==> config.mk <==
export PLATFORM = sky130hd
export DESIGN_NAME = intredir_top
export DESIGN_NICKNAME = d
export VERILOG_FILES = /design/src/rtl/intredir_pkg.sv /design/src/rtl/intredir_regs.sv /design/src/rtl/intredir_src.sv /design/src/rtl/intredir_arb.sv /design/src/rtl/intredir_top.sv
export SDC_FILE = /design/constraint.sdc
export NUM_CORES = 2
export LEC_CHECK = 0
export CAP_MARGIN = 20
export CORE_MARGIN = 5
export CORE_UTILIZATION = 45
export CTS_CLUSTER_DIAMETER = 150
export DETAILED_ROUTE_END_ITERATION = 10
export HOLD_SLACK_MARGIN = 0.12
export PLACE_DENSITY = 0.74
export SYNTH_ARGS = -nofsm -noshare
export SYNTH_HDL_FRONTEND = slang
export SYNTH_SLANG_ARGS = --single-unit
export TNS_END_PERCENT = 5
==> constraint.sdc <==
create_clock -name clk -period 5.3 [get_ports clk]
set_input_delay 1.06 -clock clk [delete_from_list [all_inputs] [get_ports clk]]
set_output_delay 1.06 -clock clk [all_outputs]
set_load 0.01 [all_outputs]
==> src/rtl/intredir_pkg.sv <==
package intredir_pkg;

    localparam int DATA_W  = 32;
    localparam int VEC_W   = 8;
    localparam int MODE_W  = 3;
    localparam int DEST_W  = 8;
    localparam int SEL_W   = 8;
    localparam int ADDR_W  = 5;

    localparam logic [ADDR_W-1:0] SEL_OFS = 5'h00;
    localparam logic [ADDR_W-1:0] WIN_OFS = 5'h10;

    localparam logic [SEL_W-1:0] ID_IDX   = 8'h00;
    localparam logic [SEL_W-1:0] TBL_BASE = 8'h10;

    // low-half bit positions
    localparam int B_DLOG   = 11;
    localparam int B_STAT   = 12;
    localparam int B_POL    = 13;
    localparam int B_REMOTE = 14;
    localparam int B_TRIG   = 15;
    localparam int B_MASK   = 16;
    localparam int B_MODE   = 8;
    localparam int B_DEST   = 24;   // inside the high half
    localparam int B_ID     = 24;

    typedef enum logic [MODE_W-1:0] {
        DM_FIXED  = 3'd0,
        DM_LOWEST = 3'd1,
        DM_SMI    = 3'd2,
        DM_NMI    = 3'd4,
        DM_INIT   = 3'd5,
        DM_EXT    = 3'd7
    } dmode_e;

    typedef struct packed {
        logic [DEST_W-1:0] dest;
        logic              mask;
        logic              trig;     // 1 = level
        logic              pol;      // 1 = active low
        logic              dlog;     // 1 = logical
        logic [MODE_W-1:0] mode;
        logic [VEC_W-1:0]  vector;
    } entry_cfg_t;

    localparam entry_cfg_t CFG_RESET = '{dest: '0, mask: 1'b1, trig: 1'b0,
                                         pol: 1'b0, dlog: 1'b0, mode: '0,
                                         vector: '0};

    function automatic logic [DATA_W-1:0] pack_low(entry_cfg_t c, logic stat,
                                                   logic remote);
        logic [DATA_W-1:0] w;
        w = '0;
        w[VEC_W-1:0]              = c.vector;
        w[B_MODE +: MODE_W]       = c.mode;
        w[B_DLOG]                 = c.dlog;
        w[B_STAT]                 = stat;
        w[B_POL]                  = c.pol;
        w[B_REMOTE]               = remote;
        w[B_TRIG]                 = c.trig;
        w[B_MASK]                 = c.mask;
        return w;
    endfunction

    function automatic entry_cfg_t apply_low(entry_cfg_t c, logic [DATA_W-1:0] w);
        entry_cfg_t r;
        r        = c;
        r.vector = w[VEC_W-1:0];
        r.mode   = w[B_MODE +: MODE_W];
        r.dlog   = w[B_DLOG];
        r.pol    = w[B_POL];
        r.trig   = w[B_TRIG];
        r.mask   = w[B_MASK];
        return r;
    endfunction

endpackage

==> src/rtl/intredir_regs.sv <==
module intredir_regs
    import intredir_pkg::*;
#(
    parameter int N_IN = 24
) (
    input  logic                     clk,
    input  logic                     rst,
    input  logic [ADDR_W-1:0]        bus_addr,
    input  logic                     bus_wr,
    input  logic [DATA_W-1:0]        bus_wdata,
    output logic [DATA_W-1:0]        bus_rdata,
    input  logic [N_IN-1:0]          stat_i,
    input  logic [N_IN-1:0]          remote_i,
    output entry_cfg_t [N_IN-1:0]    cfg_o
);
    localparam int TBL_REGS = 2 * N_IN;
    localparam logic [SEL_W:0] TBL_END = {1'b0, TBL_BASE} + (SEL_W+1)'(TBL_REGS);

    logic [SEL_W-1:0]  sel_q;
    logic [DEST_W-1:0] id_q;
    logic              sel_wr, win_wr, in_tbl, hi_half;
    logic [SEL_W-1:0]  ent_idx;

    assign sel_wr  = bus_wr && (bus_addr == SEL_OFS);
    assign win_wr  = bus_wr && (bus_addr == WIN_OFS);
    assign in_tbl  = (sel_q >= TBL_BASE) && ({1'b0, sel_q} < TBL_END);
    assign ent_idx = (sel_q - TBL_BASE) >> 1;
    assign hi_half = sel_q[0];

    always_ff @(posedge clk) begin
        if (rst) begin
            sel_q <= '0;
            id_q  <= '0;
        end else begin
            if (sel_wr)
                sel_q <= bus_wdata[SEL_W-1:0];
            if (win_wr && sel_q == ID_IDX)
                id_q <= bus_wdata[B_ID +: DEST_W];
        end
    end

    for (genvar i = 0; i < N_IN; i++) begin : g_ent
        always_ff @(posedge clk) begin
            if (rst)
                cfg_o[i] <= CFG_RESET;
            else if (win_wr && in_tbl && ent_idx == SEL_W'(i)) begin
                if (hi_half)
                    cfg_o[i].dest <= bus_wdata[B_DEST +: DEST_W];
                else
                    cfg_o[i] <= apply_low(cfg_o[i], bus_wdata);
            end
        end
    end

    logic [DATA_W-1:0] win_data;
    always_comb begin
        win_data = '0;
        if (sel_q == ID_IDX)
            win_data[B_ID +: DEST_W] = id_q;
        else if (in_tbl) begin
            for (int i = 0; i < N_IN; i++) begin
                if (ent_idx == SEL_W'(i)) begin
                    if (hi_half)
                        win_data[B_DEST +: DEST_W] = cfg_o[i].dest;
                    else
                        win_data = pack_low(cfg_o[i], stat_i[i], remote_i[i]);
                end
            end
        end
    end

    always_comb begin
        bus_rdata = '0;
        if (bus_addr == SEL_OFS)
            bus_rdata[SEL_W-1:0] = sel_q;
        else if (bus_addr == WIN_OFS)
            bus_rdata = win_data;
    end
endmodule

==> src/rtl/intredir_src.sv <==
module intredir_src
    import intredir_pkg::*;
(
    input  logic             clk,
    input  logic             rst,
    input  logic             line_i,
    input  logic             pol_i,
    input  logic             trig_i,
    input  logic             mask_i,
    input  logic [VEC_W-1:0] vector_i,
    input  logic             eoi_valid,
    input  logic [VEC_W-1:0] eoi_vector,
    input  logic             acc_i,
    output logic             req_o,
    output logic             stat_o,
    output logic             remote_o
);
    logic act, act_q, pend_q, rise, eoi_hit;

    assign act     = line_i ^ pol_i;
    assign rise    = act && !act_q;
    assign eoi_hit = eoi_valid && (eoi_vector == vector_i);

    always_ff @(posedge clk) begin
        if (rst) begin
            act_q    <= 1'b0;
            pend_q   <= 1'b0;
            remote_o <= 1'b0;
        end else begin
            act_q <= act;
            if (trig_i || acc_i)
                pend_q <= 1'b0;
            else if (rise && !mask_i)
                pend_q <= 1'b1;
            if (acc_i && trig_i)
                remote_o <= 1'b1;
            else if (!trig_i || eoi_hit)
                remote_o <= 1'b0;
        end
    end

    assign req_o  = !mask_i && (trig_i ? (act_q && !remote_o) : pend_q);
    assign stat_o = trig_i ? req_o : pend_q;
endmodule

==> src/rtl/intredir_arb.sv <==
module intredir_arb
    import intredir_pkg::*;
#(
    parameter int N_IN = 24
) (
    input  logic                      clk,
    input  logic                      rst,
    input  logic [N_IN-1:0]           req_i,
    input  entry_cfg_t [N_IN-1:0]     cfg_i,
    input  logic                      msg_ready,
    output logic                      msg_valid,
    output logic [VEC_W-1:0]          msg_vector,
    output logic [MODE_W-1:0]         msg_mode,
    output logic                      msg_dest_logical,
    output logic [DEST_W-1:0]         msg_dest,
    output logic [$clog2(N_IN)-1:0]   msg_idx,
    output logic [N_IN-1:0]           acc_o
);
    localparam int IDX_W = $clog2(N_IN);

    logic             found;
    logic [IDX_W-1:0] pick;

    always_comb begin
        found = 1'b0;
        pick  = '0;
        for (int i = 0; i < N_IN; i++) begin
            if (req_i[i] && !found) begin
                found = 1'b1;
                pick  = IDX_W'(i);
            end
        end
    end

    always_ff @(posedge clk) begin
        if (rst) begin
            msg_valid        <= 1'b0;
            msg_idx          <= '0;
            msg_vector       <= '0;
            msg_mode         <= '0;
            msg_dest_logical <= 1'b0;
            msg_dest         <= '0;
        end else if (msg_valid) begin
            if (msg_ready)
                msg_valid <= 1'b0;
        end else if (found) begin
            msg_valid        <= 1'b1;
            msg_idx          <= pick;
            msg_vector       <= cfg_i[pick].vector;
            msg_mode         <= cfg_i[pick].mode;
            msg_dest_logical <= cfg_i[pick].dlog;
            msg_dest         <= cfg_i[pick].dest;
        end
    end

    for (genvar i = 0; i < N_IN; i++) begin : g_acc
        assign acc_o[i] = msg_valid && msg_ready && (msg_idx == IDX_W'(i));
    end
endmodule

==> src/rtl/intredir_top.sv <==
module intredir_top
    import intredir_pkg::*;
#(
    parameter int N_IN = 24
) (
    input  logic                 clk,
    input  logic                 rst,
    input  logic [ADDR_W-1:0]    bus_addr,
    input  logic                 bus_wr,
    input  logic [DATA_W-1:0]    bus_wdata,
    output logic [DATA_W-1:0]    bus_rdata,
    input  logic [N_IN-1:0]      irq_in,
    output logic                 msg_valid,
    input  logic                 msg_ready,
    output logic [VEC_W-1:0]     msg_vector,
    output logic [MODE_W-1:0]    msg_mode,
    output logic                 msg_dest_logical,
    output logic [DEST_W-1:0]    msg_dest,
    input  logic                 eoi_valid,
    input  logic [VEC_W-1:0]     eoi_vector
);
    localparam int IDX_W = $clog2(N_IN);

    entry_cfg_t [N_IN-1:0] cfg;
    logic [N_IN-1:0]       req, stat, remote, acc, mask_v, trig_v;
    logic [IDX_W-1:0]      msg_idx;

    intredir_regs #(.N_IN(N_IN)) u_regs (
        .clk(clk), .rst(rst), .bus_addr(bus_addr), .bus_wr(bus_wr),
        .bus_wdata(bus_wdata), .bus_rdata(bus_rdata),
        .stat_i(stat), .remote_i(remote), .cfg_o(cfg)
    );

    for (genvar i = 0; i < N_IN; i++) begin : g_src
        assign mask_v[i] = cfg[i].mask;
        assign trig_v[i] = cfg[i].trig;
        intredir_src u_src (
            .clk(clk), .rst(rst), .line_i(irq_in[i]),
            .pol_i(cfg[i].pol), .trig_i(cfg[i].trig), .mask_i(cfg[i].mask),
            .vector_i(cfg[i].vector), .eoi_valid(eoi_valid),
            .eoi_vector(eoi_vector), .acc_i(acc[i]),
            .req_o(req[i]), .stat_o(stat[i]), .remote_o(remote[i])
        );
    end

    intredir_arb #(.N_IN(N_IN)) u_arb (
        .clk(clk), .rst(rst), .req_i(req), .cfg_i(cfg),
        .msg_ready(msg_ready), .msg_valid(msg_valid),
        .msg_vector(msg_vector), .msg_mode(msg_mode),
        .msg_dest_logical(msg_dest_logical), .msg_dest(msg_dest),
        .msg_idx(msg_idx), .acc_o(acc)
    );
endmodule

==> impl_metrics.csv <==
group,metric,value,unit
critical_path,crit_arrival,4.34,ns
placement,place_congestion,1.02,
logic_synthesis,synth-main-ff-cell,"dfxtp_1",
power_and_ir_drop,power,0.0108,W
global_route,grt_pass1_vias,36500,
drt,ant_nets,0,
clocking,cts.sinks,666,
drt,dr.pass1.iters,8,
drt,drt_iter0_drc,6664,
sta,slew-limit-headroom,22.7,%
clocking,clk_pin_slew_worst_paths,0.06,ns
sta,slew_viol_final,0,
logic_synthesis,synth_top_family_by_area,"simple AND/OR/NAND/NOR gates",
flow_run,drv_cap,0,
finish,fin_nets,5010,
global_route,grt_max_degree,187,
floorplan,num_io_pins,127,
drt,routed_via_density,6.49,
logic_synthesis,synth_fa_ha_area_share,0.0678,%
clocking,cts_max_path_buffers,3,
power_and_ir_drop,peakVddDrop,0.232,mV
clocking,clk_latency,0.64,ns
floorplan,dieArea,87900,sq um
placement,placed_area,39700,sq um
hold_path,min-delay-path-class,"reg -> reg",
sta,skew,0.0411,ns
sta,period_minus_slack,5.40,ns
critical_path,worstSetupPathType,"reg -> out",
floorplan,fp.dieH,296,microns
floorplan,rows,105,
finish,drive_above_1_share,10.3,%
placement,post-dp-hpwl,109,mm
logic_synthesis,synth_area_per_cell,7.52,sq um
logic_synthesis,synthArstFlopShare,0,%
clocking,tritoncts,"built",
sta,totalNegativeSetupSlack,-0.136,ns
sta,rsz0062_at_grt,"yes",
placement,numPortBuffers,110,
finish,seqCellArea,13300,sq um
logic_synthesis,synth-compound-area-share,20.3,%
critical_path,cp_data_required_time,4.24,ns
logic_synthesis,netlist_area,36900,sq um
critical_path,crit_path_end_kind,"output pin",
power_and_ir_drop,p_per_area,254,nW/um^2
floorplan,start_util,45.2,%
power_and_ir_drop,p_leak,14.4,nW
drt,wl_per_cell,25.3,microns
critical_path,cp-start-kind,"flip-flop",
drt,drt_wl_total,153,mm
logic_synthesis,synth_top_area_share,36.1,%
finish,syn_to_final_growth,15.2,%
clocking,cts-root-buf,"clkbuf_16",
global_route,grt_usage,33.2,%
logic_synthesis,synth_cell_types,94,
finish,fillCellCount,7740,
logic_synthesis,syn_inst,4908,
floorplan,fp.coreArea,81700,sq um
logic_synthesis,synth_area_leaders,"dfxtp_1 36%, nand2_1 12%, a21oi_1 9.7%, mux2i_1 5.9%, xor2_1 4.0%",
outcome,outcome,"complete, but fails checks",
critical_path,cp_max_fo,7,
sta,setup_slack,-0.100,ns
sta,worstMarginPinSlew,1.13,ns
sta,fmax,185,MHz
logic_synthesis,synthSimpleGateAreaFrac,24.5,%
sta,finalHoldViolCount,0,
clocking,cts_made_buffers,73,
global_route,grt_pass1_wl,225,mm
floorplan,fp.dieW,296,microns
outcome,violations,"setup timing",
finish,final_common_cell,"nand2_1",
global_route,antenna_found_initial,8,
logic_synthesis,synth_top_area_cell,"dfxtp_1",
sta,fin_crit_sh,102,%
logic_synthesis,synth_xor_area_share,5.15,%
drt,drc,0,
sta,setup_viol,3,
finish,fin_area,42500,sq um
finish,multiInputGateArea,22200,sq um
logic_synthesis,yosysSeqAreaShare,36.1,%
global_route,grt_overflow,0,
clocking,cts.htree.levels,3,
logic_synthesis,ys_seq_elements,666,
drt,num_vias,39400,
sta,holdWs,0.453,ns
logic_synthesis,yosys-mux-area-fraction,8.99,%
logic_synthesis,synth-warning-count,0,
finish,final_cell_mix,"1202 x nand2_1, 712 x a21oi_1, 663 x dfxtp_1",
logic_synthesis,synth_edf_count,0,
-- per-layer routing --
layer	vias to the layer above	global-route usage (%)	wire length, microns
met5	-	0	54
met3	643	8.22	20200
met2	2849	49.9	64800
met1	18400	43.7	57500
li1	17400	-	-
met4	8	19.0	10900
-- synth_stat cells (all sizes together), types with 39 or more instances --
library cell	instances
nor4	72
nand4	42
xor2	169
nand3	231
nor3	127
a21oi	720
nor2	227
o21ai	147
nand2	1206
mux2i	216
dfxtp	666
xnor2	48
o22ai	83
buf	62
clkbuf	345
a22oi	39
-- logic make-up (layout without fill, tap and decap cells) --
logic type | count (synthesis) | after routing
xor+xnor | 217 | 217
mux | 282 | 282
other cells | 1 | 11
compound gates | 1260 | 1260
flops | 666 | 666
simple gates | 2057 | 2057
fa+ha+maj | 2 | 2
buf+inv | 423 | 498
-- registers in the layout, summed over array words and instances (netlist names) --
name / flops
g_src.u_src.act_q: 24
g_src.u_src.pend_q: 24
g_src.u_src.remote_o: 24
u_arb.msg_dest: 8
u_arb.msg_dest_logical: 1
u_arb.msg_idx: 5
u_arb.msg_mode: 3
u_arb.msg_valid: 1
u_arb.msg_vector: 8
u_regs.cfg_o: 552
u_regs.id_q: 8
u_regs.sel_q: 8
-- per-stage QoR --
step | util [%] | instances | setup WS (ns)
after detailed placement | 48.6 | 5922 | 0.0110
after global placement | 48.6 | 5921 | -0.00738
after floorplan | - | 4914 | 0.737
after global routing | 52.0 | 6059 | -0.164
after CTS | 51.8 | 6055 | -0.141
final | 52.0 | 6063 | -0.100
-- worst paths after layout --
| check | cells past startpoint | slack [ns] | to | startpoint |
|---|---|---|---|---|
| setup reg to reg | 11 | 0.68 | u_arb.msg_dest[6] | u_regs.cfg_o[473] |
| setup / recovery | 16 | -0.10 | bus_rdata[7] | u_regs.sel_q[5] |
| hold / removal | 2 | 0.45 | u_regs.id_q[5] | u_regs.id_q[5] |
| hold reg to reg | 2 | 0.45 | u_regs.id_q[5] | u_regs.id_q[5] |
-- layout make-up --
class                           count  area share, %
Antenna cell                        4         0.0235
Clock buffer                      107           5.17
Clock inverter                     23          0.633
Inverter                           16          0.150
Multi-Input combinational cell   3825           52.2
Sequential cell                   666           31.4
Tap cell                         1070           3.15
Timing Repair Buffer              352           7.27
-- repair_timing --
action | in CTS | in global routing
endpoints found under the setup margin | 25 | 24
gates resized for setup | 42 | 29
hold buffers | 0 | 0
buffers inserted | 3 | 4
pin swaps | 3 | 11
-- power by group --
group	internal, W	switching [W]	total, W
Combinational	0.000118	0.000312	0.000430
Clock	0.00312	0.00222	0.00534
Sequential	0.00501	0.00000743	0.00502
-- critical path, cell delays in order, from the launching register on --
cell and delay, ns:
dfxtp_1 0.34, inv_1 0.08, ha_4 0.20, or2_1 0.25
o21ai_1 0.24, buf_4 0.22, nand3_4 0.16, nor3_2 0.15
buf_4 0.19, o221ai_1 0.12, nand4_1 0.17, nor2_1 0.08
nor4_1 0.31, buf_4 0.19, o21ai_0 0.16, a32oi_1 0.28
clkdlybuf4s50_1 0.59
(Power assumes the default switching activity.)
